$ cat src/rtl/splitLinePkg.sv
package splitLinePkg;
  // Per-cycle command from the line sequencer to the address datapath.
  typedef struct packed {
    logic snap;       // capture register values (frame start)
    logic loadS1;     // first line of the upper image
    logic loadS2;     // first line of the lower image
    logic addStride;  // continuation line inside an image
    logic toScreen2;  // the line being issued belongs to the lower image
  } lineCmd_t;
endpackage

$ cat src/rtl/splitRegBank.sv
module splitRegBank #(
  parameter int ADDR_W   = 16,
  parameter int CNT_W    = 10,
  parameter int STRIDE_W = 16,
  parameter int REG_AW   = 4
) (
  input  logic                clk,
  input  logic                rstN,
  input  logic                regWe,
  input  logic [REG_AW-1:0]   regAddr,
  input  logic [7:0]          regWrData,
  output logic [ADDR_W-1:0]   s1Base,
  output logic [ADDR_W-1:0]   s2Base,
  output logic [CNT_W-1:0]    s1Lines,
  output logic [STRIDE_W-1:0] stride
);
  localparam int AB     = ADDR_W / 8;
  localparam int SB     = STRIDE_W / 8;
  localparam int OFF_S1 = 0;
  localparam int OFF_S2 = AB;
  localparam int OFF_LN = 2 * AB;
  localparam int OFF_ST = 2 * AB + 2;

  always_ff @(posedge clk) begin
    if (!rstN) begin
      s1Base  <= '0;
      s2Base  <= '0;
      s1Lines <= '0;
      stride  <= '0;
    end else if (regWe) begin
      for (int b = 0; b < AB; b++) begin
        if (regAddr == REG_AW'(OFF_S1 + b)) s1Base[b*8 +: 8] <= regWrData;
        if (regAddr == REG_AW'(OFF_S2 + b)) s2Base[b*8 +: 8] <= regWrData;
      end
      for (int b = 0; b < SB; b++) begin
        if (regAddr == REG_AW'(OFF_ST + b)) stride[b*8 +: 8] <= regWrData;
      end
      // high count byte carries only the top bits; the rest are dropped
      if (regAddr == REG_AW'(OFF_LN))     s1Lines[7:0] <= regWrData;
      if (regAddr == REG_AW'(OFF_LN + 1)) s1Lines[CNT_W-1:8] <= regWrData[CNT_W-9:0];
    end
  end
endmodule

$ cat src/rtl/splitLineSeq.sv
module splitLineSeq
  import splitLinePkg::*;
#(
  parameter int CNT_W = 10
) (
  input  logic             clk,
  input  logic             rstN,
  input  logic             frameStart,
  input  logic             lineStart,
  input  logic [CNT_W-1:0] s1Lines,
  input  logic [CNT_W-1:0] physLines,
  output lineCmd_t         cmd
);
  logic [CNT_W-1:0] lineCnt;
  logic [CNT_W-1:0] splitQ;
  logic [CNT_W-1:0] physQ;
  logic             active;

  // frame start wins over a coincident line strobe
  assign active = lineStart && !frameStart && (lineCnt < physQ);

  always_comb begin
    cmd           = '0;
    cmd.snap      = frameStart;
    cmd.loadS1    = active && (lineCnt == '0) && (splitQ != '0);
    cmd.loadS2    = active && (lineCnt == splitQ);
    cmd.addStride = active && !cmd.loadS1 && !cmd.loadS2;
    cmd.toScreen2 = active && (lineCnt >= splitQ);
  end

  always_ff @(posedge clk) begin
    if (!rstN) begin
      lineCnt <= '0;
      splitQ  <= '0;
      physQ   <= '0;
    end else if (frameStart) begin
      lineCnt <= '0;
      splitQ  <= s1Lines;
      physQ   <= physLines;
    end else if (active) begin
      lineCnt <= lineCnt + 1'b1;
    end
  end

  AST_CNT_BOUND: assert property (@(posedge clk) disable iff (!rstN)
    lineCnt <= physQ);

  AST_ONE_LINE_KIND: assert property (@(posedge clk) disable iff (!rstN)
    $onehot0({cmd.loadS1, cmd.loadS2, cmd.addStride}));
endmodule

$ cat src/rtl/splitAddrPath.sv
module splitAddrPath
  import splitLinePkg::*;
#(
  parameter int ADDR_W   = 16,
  parameter int STRIDE_W = 16
) (
  input  logic                clk,
  input  logic                rstN,
  input  lineCmd_t            cmd,
  input  logic [ADDR_W-1:0]   s1Base,
  input  logic [ADDR_W-1:0]   s2Base,
  input  logic [STRIDE_W-1:0] stride,
  output logic [ADDR_W-1:0]   lineAddr,
  output logic                lineValid,
  output logic                screen2Active
);
  logic [ADDR_W-1:0]   s1BaseQ;
  logic [ADDR_W-1:0]   s2BaseQ;
  logic [STRIDE_W-1:0] strideQ;
  logic                anyLine;

  assign anyLine = cmd.loadS1 | cmd.loadS2 | cmd.addStride;

  always_ff @(posedge clk) begin
    if (!rstN) begin
      s1BaseQ       <= '0;
      s2BaseQ       <= '0;
      strideQ       <= '0;
      lineAddr      <= '0;
      lineValid     <= 1'b0;
      screen2Active <= 1'b0;
    end else begin
      if (cmd.snap) begin
        s1BaseQ <= s1Base;
        s2BaseQ <= s2Base;
        strideQ <= stride;
      end
      if (cmd.loadS1)         lineAddr <= s1BaseQ;
      else if (cmd.loadS2)    lineAddr <= s2BaseQ;
      else if (cmd.addStride) lineAddr <= lineAddr + ADDR_W'(strideQ);
      if (anyLine) screen2Active <= cmd.toScreen2;
      lineValid <= anyLine;
    end
  end

  AST_HOLD_WHEN_IDLE: assert property (@(posedge clk) disable iff (!rstN)
    !lineValid |-> $stable(lineAddr));

  AST_FLAG_HOLD_IDLE: assert property (@(posedge clk) disable iff (!rstN)
    !lineValid |-> $stable(screen2Active));
endmodule

$ cat src/rtl/splitLineAddrGen.sv
module splitLineAddrGen
  import splitLinePkg::*;
#(
  parameter int ADDR_W   = 16,
  parameter int CNT_W    = 10,
  parameter int STRIDE_W = 16,
  parameter int REG_AW   = 4
) (
  input  logic              clk,
  input  logic              rstN,
  input  logic              regWe,
  input  logic [REG_AW-1:0] regAddr,
  input  logic [7:0]        regWrData,
  input  logic              frameStart,
  input  logic              lineStart,
  input  logic [CNT_W-1:0]  physLines,
  output logic [ADDR_W-1:0] lineAddr,
  output logic              lineValid,
  output logic              screen2Active
);
  logic [ADDR_W-1:0]   s1Base;
  logic [ADDR_W-1:0]   s2Base;
  logic [CNT_W-1:0]    s1Lines;
  logic [STRIDE_W-1:0] stride;
  lineCmd_t            cmd;

  splitRegBank #(.ADDR_W(ADDR_W), .CNT_W(CNT_W), .STRIDE_W(STRIDE_W), .REG_AW(REG_AW)) u_regs (
    .clk(clk), .rstN(rstN), .regWe(regWe), .regAddr(regAddr), .regWrData(regWrData),
    .s1Base(s1Base), .s2Base(s2Base), .s1Lines(s1Lines), .stride(stride)
  );

  splitLineSeq #(.CNT_W(CNT_W)) u_seq (
    .clk(clk), .rstN(rstN), .frameStart(frameStart), .lineStart(lineStart),
    .s1Lines(s1Lines), .physLines(physLines), .cmd(cmd)
  );

  splitAddrPath #(.ADDR_W(ADDR_W), .STRIDE_W(STRIDE_W)) u_path (
    .clk(clk), .rstN(rstN), .cmd(cmd), .s1Base(s1Base), .s2Base(s2Base), .stride(stride),
    .lineAddr(lineAddr), .lineValid(lineValid), .screen2Active(screen2Active)
  );

  AST_VALID_NEEDS_STROBE: assert property (@(posedge clk) disable iff (!rstN)
    lineValid |-> ($past(lineStart) && !$past(frameStart)));
endmodule

$ cat config.mk
export PLATFORM = sky130hd
export DESIGN_NAME = splitLineAddrGen
export DESIGN_NICKNAME = d
export VERILOG_FILES = /design/src/rtl/splitLinePkg.sv /design/src/rtl/splitRegBank.sv /design/src/rtl/splitLineSeq.sv /design/src/rtl/splitAddrPath.sv /design/src/rtl/splitLineAddrGen.sv
export SDC_FILE = /design/constraint.sdc
export NUM_CORES = 1
export LEC_CHECK = 0
export ABC_AREA = 1
export BUFFER_PORTS_ARGS = -buffer_cell sky130_fd_sc_hd__buf_2
export CORE_MARGIN = 2
export CORE_UTILIZATION = 55
export DETAILED_ROUTE_END_ITERATION = 16
export PLACE_DENSITY = 0.82
export SETUP_SLACK_MARGIN = 0.4
export SYNTH_ARGS = -nofsm -noshare
export SYNTH_HDL_FRONTEND = slang
export SYNTH_SLANG_ARGS = --single-unit
$ cat constraint.sdc
create_clock -name clk -period 1.71 [get_ports clk]
set_input_delay 0.171 -clock clk [delete_from_list [all_inputs] [get_ports clk]]
set_output_delay 0.171 -clock clk [all_outputs]
set_load 0.05 [all_outputs]
# After elaboration in Yosys (flattened, before gate mapping)
# Cells that the tools add are included.
[op_classes]
muxes = 3
magnitude_cmp = 2
add_sub_neg = 2
reduce_logical = 24
eq_ne = 8
n_bitwise = 3
[ops]
columns = ["cell", "count"]
rows = [
  ["$mux 16", 3],
  ["$add 16x16->16", 1],
  ["$eq 4x3->1 const B", 4],
  ["$reduce_and 2->1", 8],
  ["$add 10x1->10 const B", 1],
  ["$eq 10x10->1", 1],
  ["$ge 10x10->1", 1],
  ["$logic_not 10->1", 1],
  ["$lt 10x10->1", 1],
  ["$reduce_bool 10->1", 1],
  ["$eq 4x2->1 const B", 2],
  ["$logic_and 1x1->1", 8],
  ["$eq 4x1->1 const B", 1],
  ["$logic_not 4->1", 1],
  ["$logic_not 1->1", 3],
  ["$reduce_bool 3->1", 1],
  ["$or 1x1->1", 2],
  ["$reduce_or 2->1", 1],
  ["$not 1->1", 1],
]
[word_totals]
regBits = 154
in_bits = 27
elab_cells = 59

# Depth between registers and ports, before layout
[logic_depth]
depth_word = 11
depth_mapped = 13
ltp_nobuf = 13

# Hierarchy
# Synthesis repeated with hierarchy kept, for this count alone.
[hier_totals]
cells_unflattened = 1139
hier_area_um2 = 7865.0
[modules_own_cells]
columns = ["module", "cells_each", "area_per_inst_um2", "n_inst"]
rows = [
  ["splitAddrPath", 519, 3595.9, 1],
  ["splitRegBank", 350, 2359.8, 1],
  ["splitLineSeq", 270, 1909.3, 1],
]

# Least setup slack after synthesis
# No wires, ideal clock.
[synth_timing]
kind = "reg2reg"
from = "reg u_path.lineAddr[0]"
to = "reg u_path.lineAddr[14]"
period_less_slack_ns = 2.001
arrival_time_ns = 1.881
stages_incl_launch_ff = 13
slack_ns = -0.291
cell_sequence = "dfxtp_1 -> ha_1 -> fa_1 -> nand3_1 -> nand3_1 -> nand2_1 -> nand2_1 -> nand2_1 -> nand2_1 -> nand2_1 -> nand3_1 -> nand2_1 -> a21oi_1"
[synth_via]
elab_chain_len = 4
[synth_lines]
columns = ["item", "line_no", "source"]
rows = [
  ["start, declared", "splitAddrPath.sv:13", "output logic [ADDR_W-1:0] lineAddr,"],
  ["start signal, assigned", "splitAddrPath.sv:38", "if (cmd.loadS1) lineAddr <= s1BaseQ;"],
  ["start signal, assigned", "splitAddrPath.sv:39", "else if (cmd.loadS2) lineAddr <= s2BaseQ;"],
  ["start signal, assigned", "splitAddrPath.sv:40", "else if (cmd.addStride) lineAddr <= lineAddr + ADDR_W'(strideQ);"],
  ["$add 16x16->16", "splitAddrPath.sv:40", ""],
  ["$mux 16", "splitAddrPath.sv:40", ""],
  ["$mux 16", "splitAddrPath.sv:39", ""],
  ["$mux 16", "splitAddrPath.sv:38", ""],
]
# Every way passes these cells. The select of a mux whose other input is x is not followed.
# A chain may end at the register's enable or synchronous reset.

# Worst setup path after layout
[layout_timing]
from = "reg u_seq.lineCnt[9]"
to = "reg u_path.lineAddr[15]"
[layout_via]
elab_chain_len = 8
word_cells_on_any_way = 14
[layout_lines]
columns = ["item", "line_no", "source"]
rows = [
  ["start, declared", "splitLineSeq.sv:14", "logic [CNT_W-1:0] lineCnt;"],
  ["start signal, assigned", "splitLineSeq.sv:41", "lineCnt <= lineCnt + 1'b1;"],
  ["$lt 10x10->1", "splitLineSeq.sv:20", "assign active = lineStart && !frameStart && (lineCnt < physQ);"],
  ["$logic_and 1x1->1", "splitLineSeq.sv:20", ""],
  ["$logic_and 1x1->1 (2 in series)", "splitLineSeq.sv:25", "cmd.loadS1 = active && (lineCnt == '0) && (splitQ != '0);"],
  ["$logic_not 1->1", "splitLineSeq.sv:27", "cmd.addStride = active && !cmd.loadS1 && !cmd.loadS2;"],
  ["$logic_and 1x1->1 (2 in series)", "splitLineSeq.sv:27", ""],
  ["$reduce_bool 3->1 (no source line)", "n/a", ""],
]
# Parallel ways exist; a longest one is shown, timed or not.

==> parameters.txt <==
Parameter                              Value

Status
  Run status ... finished, violations left
  Violated checks ... setup timing

Power and ir drop
  Fraction of power consumed by sequential logic ... 0.430
  Total power per unit cell area ... 946 nW/um2
  Switching power of the nets ... 2.48 mW
  Switching part of the total power ... 0.278
  Power after layout ... 8.92 mW
  Worst IR Drop VDD ... 565 uV
  Leakage ... 4.20 nW
  Combinational Power Share ... 0.159
  Clock share of power ... 0.411
  Cell-internal power ... 6.44 mW

Clock network
  Number of buffers on the longest clock path ... 2
  Maximum level of the CTS H-tree ... 4
  Clock latency of the later-clocked register in the worst-skew pair ... 430 ps
  Clk sinks ... 154
  Clock Tree Root ... sky130_fd_sc_hd__clkbuf_16
  Number of buffers added by the clock tree synthesis step ... 17
  Post-CTS clock slew at the launch and capture registers of the worst setup and hold paths ... 60 ps
  Clock tree from TritonCTS ... built

Logic synthesis
  Avg Synthesized Cell Area ... 7.20 um2
  Synth Register Bits ... 154
  Fraction of synthesized area in multiplexers ... 0
  Complex-gate fraction of the synthesized area ... 0.194
  Dominant combinational cell family by area after synthesis ... simple AND/OR/NAND/NOR gates
  Number of nets produced by synthesis ... 1062
  Parity-gate share of the synthesized area counting xor and xnor cells ... 0.00976
  Synthesized-area fraction occupied by and/or/nand/nor cells ... 0.222
  Area of the mapped netlist ... 7180 um2
  Number of distinct library cells after synthesis ... 35
  Share of the yosys chip area belonging to registers ... 0.429
  Number of warning messages in the yosys log ... 0
  Cells after Synth ... 998
  Adder-cell share of the synthesized area ... 0.0655

Setup path
  Critical path arrival ... 2270 ps
  Crit Path Class ... register to register
  Critical path, cell by cell ... ha_4 > nand2_4 > nor2_4 > buf_6 > o21ai_4 > buf_12 > buf_6 > buf_6 > nand4_1 > nand2_1 > inv_1 > nand2_1 > a21oi_2
  Startpoint kind of the worst setup timing path ... register
  Type of element capturing the critical path ... register
  Largest delay share family, worst path ... buffers and inverters
  Most frequent cell on the critical path ... sky130_fd_sc_hd__buf_6
  Largest stage delay, worst path ... 370 ps
  CP max FO ... 4
  Crit path required time ... 2070 ps
  Worst-path cell with the longest stage delay ... sky130_fd_sc_hd__dfxtp_4
  Worst Path Buf+Inv ... 5

Timing
  Period minus WS final ... 1910 ps
  Rel. slew slack ... 0.510
  Slew of the pin with the lowest slew margin ... 735 ps
  Smallest hold slack ... 36.3 ps
  Final-report setup violation count ... 27
  Achievable Freq ... 522 MHz
  Total count of max-transition violations in the final report ... 0
  Number of hold violations in the final report ... 0
  Unrepaired setup endpoints after global routing ... yes
  Period Utilization, post-route ... 1.12
  Final setup margin ... -204 ps
  Worst clock skew on the final layout ... 12.6 ps

Floorplanning
  Area of the die ... 14000 um2
  IO Pins ... 45
  Chip height ... 118 um
  Overall die width ... 118 um
  Starting density of the core ... 0.567
  Area of the placeable core ... 12700 um2
  Number of core rows ... 41

Placed design
  Placement-stage worst setup slack ... -176 ps
  Post-detailed-placement half-perimeter wirelength ... 13900 um
  Count of input and output buffers ... 44
  Dpl cell area ... 8350 um2
  Placer congestion estimate ... 0.922

GRT
  Total Routing Usage GR ... 0.303
  Global-route wire length before repair ... 33800 um
  Vias in the first global route ... 6735
  Antenna violations before repair ... 0
  Overflow left after global routing ... 0
  Largest net degree at the start of global routing ... 97

Finish
  Area used by multi-input combinational logic ... 4050 um2
  Layout cells sized above 1 ... 0.267
  Reg area ... 3140 um2
  Fill cell total of the finished layout ... 876
  Final Instance Area ... 9430 um2
  Synth-to-Final Area Change ... 31.3%
  Fin util ... 0.744
  Number of nets at the end of the flow ... 1183
  Antenna cells ... 0

Detailed routing
  Iteration count of the initial detailed-routing pass ... 5
  Detailed-route DRC error count ... 0
  Via total after detailed routing ... 7352
  Vias per Instance ... 5.65
  Avg WL per Cell ... 17.1 um
  Total wire length after detailed routing ... 22200 um
  Count of antenna-violating nets left after detailed routing ... 0
  DRT iter0 DRCs ... 891

Job
  Count of max-cap constraint violations ... 0

Hold path
  Hold/Removal Path Class ... input pin to register
power groups by stage:
stage               sequential [mW]  combinational (mW)  clock [mW]
finish                         3.83                1.42        3.67
floorplan                      3.99               0.655           0
CTS                            3.82                1.27        3.66
detailed placement             3.91                1.20           0
global placement               3.90                1.18           0
global route                   3.84                1.53        3.81
routing by layer:
layer | GRT usage | routed length, um | vias up
met4 | 0.123 | 608 | 0
met3 | 0.0454 | 1980 | 59
met5 | 0 | 0 | -
met2 | 0.464 | 9990 | 374
met1 | 0.429 | 9650 | 3399
li1 | - | - | 3520
repair_timing:
| action | CTS | global route |
|---|---|---|
| buffers inserted | 3 | 6 |
| pin swaps | 22 | 24 |
| resized for setup | 53 | 53 |
| hold buffers | 1 | 0 |
| endpoints found under the hold margin | 1 | 0 |
| endpoints found under the setup margin | 33 | 32 |
logic make-up after synthesis:
logic type / count (synthesis)
AOI/OAI and AO/OA: 272
buffers and inverters: 149
and+or+nand+nor: 378
adders and majority gates: 37
DFF: 154
xor gates and xnor gates: 8
layout make-up:
| cell class | instances | area share |
|---|---|---|
| clock buffers | 19 | 0.0470 |
| flip-flops and latches | 154 | 0.333 |
| inverters | 113 | 0.0455 |
| clock inverters | 11 | 0.0133 |
| repair buffers | 138 | 0.109 |
| multi-input cells | 695 | 0.429 |
| well taps | 172 | 0.0228 |
registers in the layout, summed over array words and instances (netlist names):
name / cells
u_regs.s1Lines: 10
u_seq.splitQ: 10
u_regs.s2Base: 16
u_path.screen2Active: 1
u_seq.physQ: 10
u_regs.s1Base: 16
u_path.lineValid: 1
u_path.strideQ: 16
u_path.lineAddr: 16
u_seq.lineCnt: 10
u_path.s1BaseQ: 16
u_regs.stride: 16
u_path.s2BaseQ: 16
tightest hold or removal path, stage by stage:
cell                      delay (ps)
sky130_fd_sc_hd__buf_2            70
sky130_fd_sc_hd__o21ai_0          70
sky130_fd_sc_hd__a21oi_1         110
cell usage after synthesis, drive strengths merged:
| cell type | instances | area share |
|---|---|---|
| nor2 | 193 | 0.11 |
| dfxtp | 154 | 0.43 |
| o21ai | 154 | 0.11 |
| nand2 | 118 | 0.063 |
| inv | 113 | 0.059 |
| a21oi | 106 | 0.074 |
| nand3 | 42 | 0.032 |
| ha | 36 | 0.063 |
| clkbuf | 31 | 0.016 |
| nand4 | 13 | 0.011 |
| o21a | 7 | 0.0073 |
| nor3 | 6 | 0.0049 |
| xor2 | 6 | 0.0073 |
| buf | 5 | 0.0042 |
| and2 | 3 | 0.0026 |
| a21boi | 2 | 0.0021 |
| nor4 | 2 | 0.0017 |
| xnor2 | 2 | 0.0024 |
| a211oi | 1 | 0.0010 |
| a21o | 1 | 0.0010 |
| fa | 1 | 0.0028 |
| nand3b | 1 | 0.0010 |
| o211ai | 1 | 0.0010 |
worst paths after layout:
kind	start	end	slack [ps]	depth (start not counted)
max	u_seq.lineCnt[9]	u_path.lineAddr[15]	-200	13
min	physLines[9]	u_seq.physQ[9]	40	3
max reg2reg	u_seq.lineCnt[9]	u_path.lineAddr[15]	-200	13
min reg2reg	u_regs.s2Base[13]	u_regs.s2Base[13]	450	2
placed cells by master, fill, tap and decap left out, drive strengths merged, types with 23 or more instances in the layout:
cell / netlist / final
o21ai: 154 / 154
a21oi: 106 / 106
nand2: 118 / 118
nor2: 193 / 193
dfxtp: 154 / 154
nand3: 42 / 42
ha: 36 / 36
clkbuf: 31 / 23
buf: 5 / 133
inv: 113 / 113
per-stage QoR:
stage | cells | setup TNS, ps
6_report | 1302 | -3270
5_1_grt | 1302 | -5150
4_1_cts | 1296 | -1740
3_5_place_dp | 1262 | -2820
3_3_place_gp | 1262 | -2000
2_1_floorplan | 998 | 0
Note: power is estimated with default switching activity, not from simulation.
